<file path="src/rtl/dlpm_pkg.sv">
package dlpm_pkg;

   typedef enum logic [3:0] {
      ST_OFF,
      ST_INIT_TX,
      ST_WAIT_WAKE,
      ST_CALIB,
      ST_WAKE_TX,
      ST_ALIGN,
      ST_READY,
      ST_PM_REQ,
      ST_LP,
      ST_LWAKE_TX,
      ST_LWAKE_WAIT,
      ST_RWAKE_TX,
      ST_SLEEP
   } dlpm_state_e;

   localparam logic [1:0] LP_ACTIVE  = 2'd0;
   localparam logic [1:0] LP_PARTIAL = 2'd1;
   localparam logic [1:0] LP_SLUMBER = 2'd2;
   localparam logic [1:0] LP_DEEP    = 2'd3;

endpackage

</file>
<file path="src/rtl/dlpm_timer.sv">
module dlpm_timer #(
   parameter int CNT_W = 8
) (
   input  logic             clk_i,
   input  logic             rst_ni,
   input  logic             clr_i,
   input  logic             en_i,
   input  logic [CNT_W-1:0] lim_i,
   output logic             done_o
);

   generate
      if (CNT_W < 1) begin : g_bad_w
         $error("dlpm_timer: CNT_W must be at least 1");
      end
   endgenerate

   logic [CNT_W-1:0] cnt_q;

   assign done_o = (cnt_q >= lim_i);

   always_ff @(posedge clk_i or negedge rst_ni) begin
      if (!rst_ni) begin
         cnt_q <= '0;
      end else if (clr_i) begin
         cnt_q <= '0;
      end else if (en_i && !done_o) begin
         cnt_q <= cnt_q + 1'b1;
      end
   end

endmodule

</file>
<file path="src/rtl/dlpm_speed.sv">
module dlpm_speed #(
   parameter int NUM_SPD = 3,
   parameter int SPD_W   = 2
) (
   input  logic             clk_i,
   input  logic             rst_ni,
   input  logic             load_max_i,
   input  logic             step_i,
   output logic [SPD_W-1:0] spd_o
);

   localparam logic [SPD_W-1:0] SPD_MAX = SPD_W'(NUM_SPD - 1);

   generate
      if (NUM_SPD < 1) begin : g_bad_n
         $error("dlpm_speed: NUM_SPD must be at least 1");
      end
      if ((1 << SPD_W) < NUM_SPD) begin : g_bad_w
         $error("dlpm_speed: SPD_W too narrow for NUM_SPD");
      end
   endgenerate

   logic [SPD_W-1:0] spd_q;

   assign spd_o = spd_q;

   generate
      if (NUM_SPD == 1) begin : g_single
         always_ff @(posedge clk_i or negedge rst_ni) begin
            if (!rst_ni) begin
               spd_q <= SPD_MAX;
            end else if (load_max_i || step_i) begin
               spd_q <= SPD_MAX;
            end
         end
      end else begin : g_multi
         always_ff @(posedge clk_i or negedge rst_ni) begin
            if (!rst_ni) begin
               spd_q <= SPD_MAX;
            end else if (load_max_i) begin
               spd_q <= SPD_MAX;
            end else if (step_i && (spd_q != '0)) begin
               spd_q <= spd_q - 1'b1;
            end
         end
      end
   endgenerate

endmodule

</file>
<file path="src/rtl/dlpm_fsm.sv">
module dlpm_fsm
   import dlpm_pkg::*;
(
   input  logic        clk_i,
   input  logic        rst_ni,
   input  logic        rx_reset_i,
   input  logic        rx_wake_i,
   input  logic        deep_sleep_i,
   input  logic        lock_i,
   input  logic        pm_req_i,
   input  logic        pm_slumber_i,
   input  logic        pm_ack_i,
   input  logic        pm_nak_i,
   input  logic        wake_req_i,
   input  logic        idle_slumber_i,
   input  logic        cal_done_i,
   input  logic        idle_done_i,
   output dlpm_state_e state_o,
   output logic        slumber_o,
   output logic        grant_o
);

   dlpm_state_e st_q, st_d;
   logic        mode_q, mode_d;
   logic        grant_q, grant_d;

   always_comb begin
      st_d    = st_q;
      mode_d  = mode_q;
      grant_d = 1'b0;
      if (deep_sleep_i) begin
         st_d = ST_SLEEP;
      end else if (rx_reset_i) begin
         st_d = ST_INIT_TX;
      end else begin
         unique case (st_q)
            ST_OFF:        st_d = ST_OFF;
            ST_INIT_TX:    st_d = ST_WAIT_WAKE;
            ST_WAIT_WAKE:  if (rx_wake_i) st_d = ST_CALIB;
            ST_CALIB:      if (cal_done_i) st_d = ST_WAKE_TX;
            ST_WAKE_TX:    st_d = ST_ALIGN;
            ST_ALIGN:      if (lock_i) st_d = ST_READY;
            ST_READY: begin
               if (pm_req_i) begin
                  st_d    = ST_LP;
                  mode_d  = pm_slumber_i;
                  grant_d = 1'b1;
               end else if (idle_done_i) begin
                  st_d   = ST_PM_REQ;
                  mode_d = idle_slumber_i;
               end
            end
            ST_PM_REQ: begin
               if (pm_ack_i) begin
                  st_d = ST_LP;
               end else if (pm_nak_i) begin
                  st_d = ST_READY;
               end
            end
            ST_LP: begin
               if (rx_wake_i) begin
                  st_d = ST_RWAKE_TX;
               end else if (wake_req_i) begin
                  st_d = ST_LWAKE_TX;
               end
            end
            ST_LWAKE_TX:   st_d = ST_LWAKE_WAIT;
            ST_LWAKE_WAIT: if (rx_wake_i) st_d = ST_READY;
            ST_RWAKE_TX:   st_d = ST_READY;
            ST_SLEEP:      st_d = ST_INIT_TX;
            default:       st_d = ST_OFF;
         endcase
      end
   end

   always_ff @(posedge clk_i or negedge rst_ni) begin
      if (!rst_ni) begin
         st_q    <= ST_OFF;
         mode_q  <= 1'b0;
         grant_q <= 1'b0;
      end else begin
         st_q    <= st_d;
         mode_q  <= mode_d;
         grant_q <= grant_d;
      end
   end

   assign state_o   = st_q;
   assign slumber_o = mode_q;
   assign grant_o   = grant_q;

endmodule

</file>
<file path="src/rtl/dev_oob_pm_ctrl.sv">
module dev_oob_pm_ctrl
   import dlpm_pkg::*;
#(
   parameter int NUM_SPD   = 3,
   parameter int CAL_CYC   = 16,
   parameter int IDLE_W    = 16,
   parameter bit IDLE_PROG = 1'b1,
   parameter int IDLE_CYC  = 1000,
   localparam int SPD_W    = (NUM_SPD > 1) ? $clog2(NUM_SPD) : 1
) (
   input  logic              clk_i,
   input  logic              rst_ni,
   input  logic              rx_reset_det_i,
   input  logic              rx_wake_det_i,
   input  logic              deep_sleep_i,
   input  logic              lock_i,
   input  logic              step_down_i,
   input  logic              link_active_i,
   input  logic              pm_req_i,
   input  logic              pm_slumber_i,
   input  logic              pm_ack_i,
   input  logic              pm_nak_i,
   input  logic              wake_req_i,
   input  logic              idle_slumber_i,
   input  logic [IDLE_W-1:0] idle_limit_i,
   output logic              tx_init_o,
   output logic              tx_wake_o,
   output logic              align_tx_o,
   output logic [SPD_W-1:0]  spd_sel_o,
   output logic              phy_rdy_o,
   output logic [1:0]        lp_state_o,
   output logic              pm_grant_o,
   output logic              pm_req_o,
   output logic              pm_req_slumber_o
);

   localparam int CAL_W = $clog2(CAL_CYC + 1);

   generate
      if (CAL_CYC < 1) begin : g_bad_cal
         $error("dev_oob_pm_ctrl: CAL_CYC must be at least 1");
      end
      if (IDLE_W < 2) begin : g_bad_idle_w
         $error("dev_oob_pm_ctrl: IDLE_W must be at least 2");
      end
      if (!IDLE_PROG && (IDLE_CYC >= (1 << IDLE_W))) begin : g_bad_idle_cyc
         $error("dev_oob_pm_ctrl: IDLE_CYC does not fit IDLE_W");
      end
   endgenerate

   dlpm_state_e state;
   logic        slumber;
   logic        cal_done, idle_done;
   logic [IDLE_W-1:0] idle_lim;

   generate
      if (IDLE_PROG) begin : g_idle_prog
         assign idle_lim = idle_limit_i;
      end else begin : g_idle_fixed
         assign idle_lim = IDLE_W'(IDLE_CYC);
      end
   endgenerate

   dlpm_fsm i_fsm (
      .clk_i          (clk_i),
      .rst_ni         (rst_ni),
      .rx_reset_i     (rx_reset_det_i),
      .rx_wake_i      (rx_wake_det_i),
      .deep_sleep_i   (deep_sleep_i),
      .lock_i         (lock_i),
      .pm_req_i       (pm_req_i),
      .pm_slumber_i   (pm_slumber_i),
      .pm_ack_i       (pm_ack_i),
      .pm_nak_i       (pm_nak_i),
      .wake_req_i     (wake_req_i),
      .idle_slumber_i (idle_slumber_i),
      .cal_done_i     (cal_done),
      .idle_done_i    (idle_done),
      .state_o        (state),
      .slumber_o      (slumber),
      .grant_o        (pm_grant_o)
   );

   dlpm_timer #(.CNT_W(CAL_W)) i_cal_tmr (
      .clk_i  (clk_i),
      .rst_ni (rst_ni),
      .clr_i  (state != ST_CALIB),
      .en_i   (state == ST_CALIB),
      .lim_i  (CAL_W'(CAL_CYC)),
      .done_o (cal_done)
   );

   dlpm_timer #(.CNT_W(IDLE_W)) i_idle_tmr (
      .clk_i  (clk_i),
      .rst_ni (rst_ni),
      .clr_i  ((state != ST_READY) || link_active_i),
      .en_i   (state == ST_READY),
      .lim_i  (idle_lim),
      .done_o (idle_done)
   );

   dlpm_speed #(.NUM_SPD(NUM_SPD), .SPD_W(SPD_W)) i_speed (
      .clk_i      (clk_i),
      .rst_ni     (rst_ni),
      .load_max_i (state == ST_INIT_TX),
      .step_i     ((state == ST_ALIGN) && step_down_i),
      .spd_o      (spd_sel_o)
   );

   logic in_lp;
   assign in_lp = (state == ST_LP) || (state == ST_LWAKE_TX) ||
                  (state == ST_LWAKE_WAIT) || (state == ST_RWAKE_TX);

   assign tx_init_o        = (state == ST_INIT_TX);
   assign tx_wake_o        = (state == ST_WAKE_TX) || (state == ST_LWAKE_TX) ||
                             (state == ST_RWAKE_TX);
   assign align_tx_o       = (state == ST_ALIGN);
   assign phy_rdy_o        = (state == ST_READY) || (state == ST_PM_REQ);
   assign pm_req_o         = (state == ST_PM_REQ);
   assign pm_req_slumber_o = (state == ST_PM_REQ) && slumber;

   always_comb begin
      if (state == ST_SLEEP) begin
         lp_state_o = LP_DEEP;
      end else if (in_lp) begin
         lp_state_o = slumber ? LP_SLUMBER : LP_PARTIAL;
      end else begin
         lp_state_o = LP_ACTIVE;
      end
   end

endmodule

</file>
<file path="config.mk">
export PLATFORM = sky130hd
export DESIGN_NAME = dev_oob_pm_ctrl
export DESIGN_NICKNAME = d
export VERILOG_FILES = /design/src/rtl/dlpm_pkg.sv /design/src/rtl/dlpm_timer.sv /design/src/rtl/dlpm_speed.sv /design/src/rtl/dlpm_fsm.sv /design/src/rtl/dev_oob_pm_ctrl.sv
export SDC_FILE = /design/constraint.sdc
export NUM_CORES = 1
export LEC_CHECK = 0
export ABC_CLOCK_PERIOD_IN_PS = 5550
export CAP_MARGIN = 20
export CORE_MARGIN = 3
export CORE_UTILIZATION = 44
export DETAILED_ROUTE_END_ITERATION = 10
export PLACE_DENSITY = 0.67
export SLEW_MARGIN = 10
export SYNTH_ARGS = -nofsm -noshare
export SYNTH_HDL_FRONTEND = slang
export SYNTH_HIERARCHICAL = 1
export SYNTH_SLANG_ARGS = --single-unit
</file>
<file path="constraint.sdc">
create_clock -name clk_i -period 5.55 [get_ports clk_i]
set_clock_uncertainty 0.05 [all_clocks]
set_input_delay 0.555 -clock clk_i [delete_from_list [all_inputs] [get_ports clk_i]]
set_output_delay 0.555 -clock clk_i [all_outputs]
set_load 0.1 [all_outputs]
</file>
==> metrics.md <==
| Metric | Value |
|---|---|
| Portion of total power attributed to combinational logic | 30.0% |
| Number of nets in the final layout | 380 |
| Status | finished, final reports clean |
| Post-CTS Setup Inserts | 0 |
| Final Hold Violating Endpoints | 0 |
| Row Count | 26 |
| Worst setup path category | reg2out |
| Dpl cells | 389 |
| Io pins | 41 |
| Cell count after synthesis | 284 |
| Total die area | between 6000 and 7000 um2 |
| Post-Route WL | 5220 um |
| Synth async-reset ratio | 100% |
| Number of global-route vias before repair | between 2,000 and 2,500 |
| Wire length of the first global-routing pass | roughly 9400 um |
| Synth Flop Type | sky130_fd_sc_hd__dfrtp_1 |
| Maximum number of pins on one net before global-route repair | 30 |
| Switching share of power | 34.8% |
| Most frequent cells after synthesis | sky130_fd_sc_hd__inv_1, sky130_fd_sc_hd__dfrtp_1, sky130_fd_sc_hd__a21oi_1, sky130_fd_sc_hd__ha_1, sky130_fd_sc_hd__nor2_1 |
| Hold Crit Depth | 2 |
| Slew at the pin closest to its max-slew limit | 0.993 ns |
| Most used standard cell by instance count after synthesis | sky130_fd_sc_hd__inv_1 |
| Leakage component of the power | roughly 1.2 nW |
| Number of port buffers | 40 |
| Total clock buffers created by CTS | 5 |
| Resized Gates After CTS | 0 |
| EDFF count, synth | 0 |
| Starting DRT DRC Count | 103 |
| Count of antenna diodes in the layout | 0 |
| Worst min path class | reg2reg |
| Syn avg cell area | 8.70 um2 |
| Count of endpoints failing setup in the final report | 0 |
| TritonCTS clock tree | built |
| Endpoint type of the worst setup path | primary output |
| Netlist area before placement | 2470 um2 |
| Clock sink count | 29 |
| Core outline area | around 5300 um2 |
| Cell internal pwr | 0.390 mW |
| CTS root buf | sky130_fd_sc_hd__clkbuf_8 |
| Clock network fraction of total power | 30.2% |
| Slew Limit Fails | 0 |
| Final critical path time including I/O delays and setup | 3.47 ns |
| Post-route fraction of the period consumed by the critical path | 62.6% |
| Half-perimeter wire length of the detailed placement result | 3960 um |
| Worst-case setup slack after placement | 2.31 ns |
| Post-detailed-route wirelength per cell | 13.2 um |
| Req. time, crit path | 4.95 ns |
| Clock latency on the worst-skew pair | 0.28 ns |
| Final cell count without fillers | approximately 400 |
| Power dissipated by switching net loads | around 0.21 mW |
| Total via count after detailed routing | 2,159 |
| Initial antenna violation count | 0 |
| Worst-case reg-to-reg path depth | 5 |
| Launching element type of the critical path | register |
| Detailed-routing iteration count for the pre-antenna-repair pass | 4 |
| Critical path fanouts, max | 22 |
| Overall routing resource usage | a little under a fifth |
| ANT nets after route | 0 |
| Remaining global-route overflow | 0 |
| Vias per inst | 5.44 |
| Total power density per cell area | 200 nW/um2 |
| Rel. slew slack | 33.6% |
| Area Overhead vs Synth | 20.9% |
| Chip Height | 80.9 um |
| Sequential share of the synthesized area | 29.4% |
| Cell types with the largest area share after synthesis | sky130_fd_sc_hd__dfrtp_1, sky130_fd_sc_hd__ha_1, sky130_fd_sc_hd__a21oi_1 |
| RSZ-0062 raised after global routing | no |
| # hold bufs at CTS | 0 |
| Sequential group share of total power | 39.9% |
| Yosys top cell by area | sky130_fd_sc_hd__dfrtp_1 |
| Yosys warns | 6 |
| Sum of negative setup slack | 0 ns |
| Clock input transition at the sequential cells of the worst setup and hold paths | around 0.06 ns |
| Final total power | 0.598 mW |
| Maximum clock frequency | 288 MHz |
| Post-synth cell types | 63 |
| Max capacitance violation total | 0 |
| Worst IR Drop VDD | 201 uV |
| Top cell type's share of synthesized area | 28.4% |
| Initial Utilization | around 47% |
| Register bit total from synthesis | 29 |
| Clock Tree Buf Depth | 2 |
| Setup slack of the critical path after layout | between 2 and 2.5 ns |
| Proportion of layout cells with a drive suffix above 1 | 8.87% |
| Width of the chip | ~81 um |
| Number of H-tree levels | 2 |
| DRC Markers | 0 |
| Crit path DAT | 2.87 ns |
| GP Congestion | around 0.85 |
## per-layer routing
metal | part of all wire (%) | wire [um] | global-route usage [%]
met1 | 50 | 2610 | 25.6
met2 | 46 | 2380 | 27.9
met3 | 3.6 | 187 | 4.88
met4 | 0.71 | 37 | 3.55
met5 | 0 | 0 | 0
## metrics by stage
stage,utilization (%),hold slack [ns],instance area (um2)
2_1_floorplan,-,0.209,2480
3_3_place_gp,55.0,0.460,2900
3_5_place_dp,55.0,0.464,2900
4_1_cts,56.7,0.473,2990
5_1_grt,56.7,0.514,2990
6_report,56.7,0.473,2990
## sequential cells by signal, indices dropped and copies added, names as in the netlist
| name | flops |
|---|---|
| i_fsm/slumber_o | 1 |
| i_fsm/state_o | 4 |
| i_speed/spd_o | 2 |
| i_fsm/grant_o | 1 |
| i_cal_tmr/cnt_q | 5 |
| i_idle_tmr/cnt_q | 16 |
## power groups by stage
stage / registers, mW / clock network [mW] / logic, mW
2_1_floorplan: 0.278 / 0 / 0.0906
3_3_place_gp: 0.241 / 0 / 0.178
3_5_place_dp: 0.242 / 0 / 0.180
4_1_cts: 0.238 / 0.186 / 0.181
5_1_grt: 0.240 / 0.198 / 0.193
6_report: 0.238 / 0.180 / 0.179
## path summary, 6_finish.rpt
check                                       end        startpoint  slack (ns)
min in group asynchronous  i_idle_tmr/cnt_q[14]            rst_ni        0.62
setup / recovery                      tx_init_o  i_fsm/state_o[0]        2.08
hold / removal                 i_speed/spd_o[1]  i_speed/spd_o[1]        0.47
setup reg to reg            i_idle_tmr/cnt_q[9]  i_fsm/state_o[2]        2.55
max in group asynchronous      i_speed/spd_o[1]            rst_ni        4.52
hold reg to reg                i_speed/spd_o[1]  i_speed/spd_o[1]        0.47
## layout make-up
cell class	count	area (um2)
Tap cell	70	87.6
Sequential cell	29	727
Timing Repair Buffer	41	408
Fill cell	531	2280
Multi-Input combinational cell	216	1550
Clock buffer	8	90.1
Inverter	33	124
## cells by family after synthesis
family	after synthesis	share of synthesized area [%]
mux	6	2.78
buf+inv	42	8.25
compound gates	75	21.3
flops	29	29.4
xor+xnor	3	1.06
simple gates	103	24.8
fa+ha+maj	24	12.2
other cells	2	0.304
## critical path, stage by stage, from the launching register on
cell	delay, ns
sky130_fd_sc_hd__dfrtp_1	0.77
sky130_fd_sc_hd__nand2b_1	0.18
sky130_fd_sc_hd__nor3_1	0.40
sky130_fd_sc_hd__clkdlybuf4s50_1	1.23
## placed cells by master, fill, tap and decap left out, drive strengths merged, types with 2 or more instances in the layout
cell,synthesis,layout
or3,9,9
mux2,4,4
nor2,19,19
o21ai,16,16
nand2,15,15
a211oi,2,2
mux2i,2,2
a21o,2,2
nand2b,4,4
nor4b,2,2
or4,7,7
and4,2,2
nand3,8,8
and2b,2,2
a21oi,27,27
o2111ai,3,3
o32ai,3,3
or2b,2,2
o31ai,6,6
nor2b,7,7
ha,24,24
clkbuf,1,8
nor3b,3,3
dfrtp,28,28
o21bai,2,2
clkdlybuf4s50,0,40
a32oi,2,2
o21a,2,2
nor3,12,12
nand4,6,6
a2111oi,2,2
xnor2,3,3
inv,33,33
conb,2,5
No activity file was read; power rests on OpenSTA's default activity.
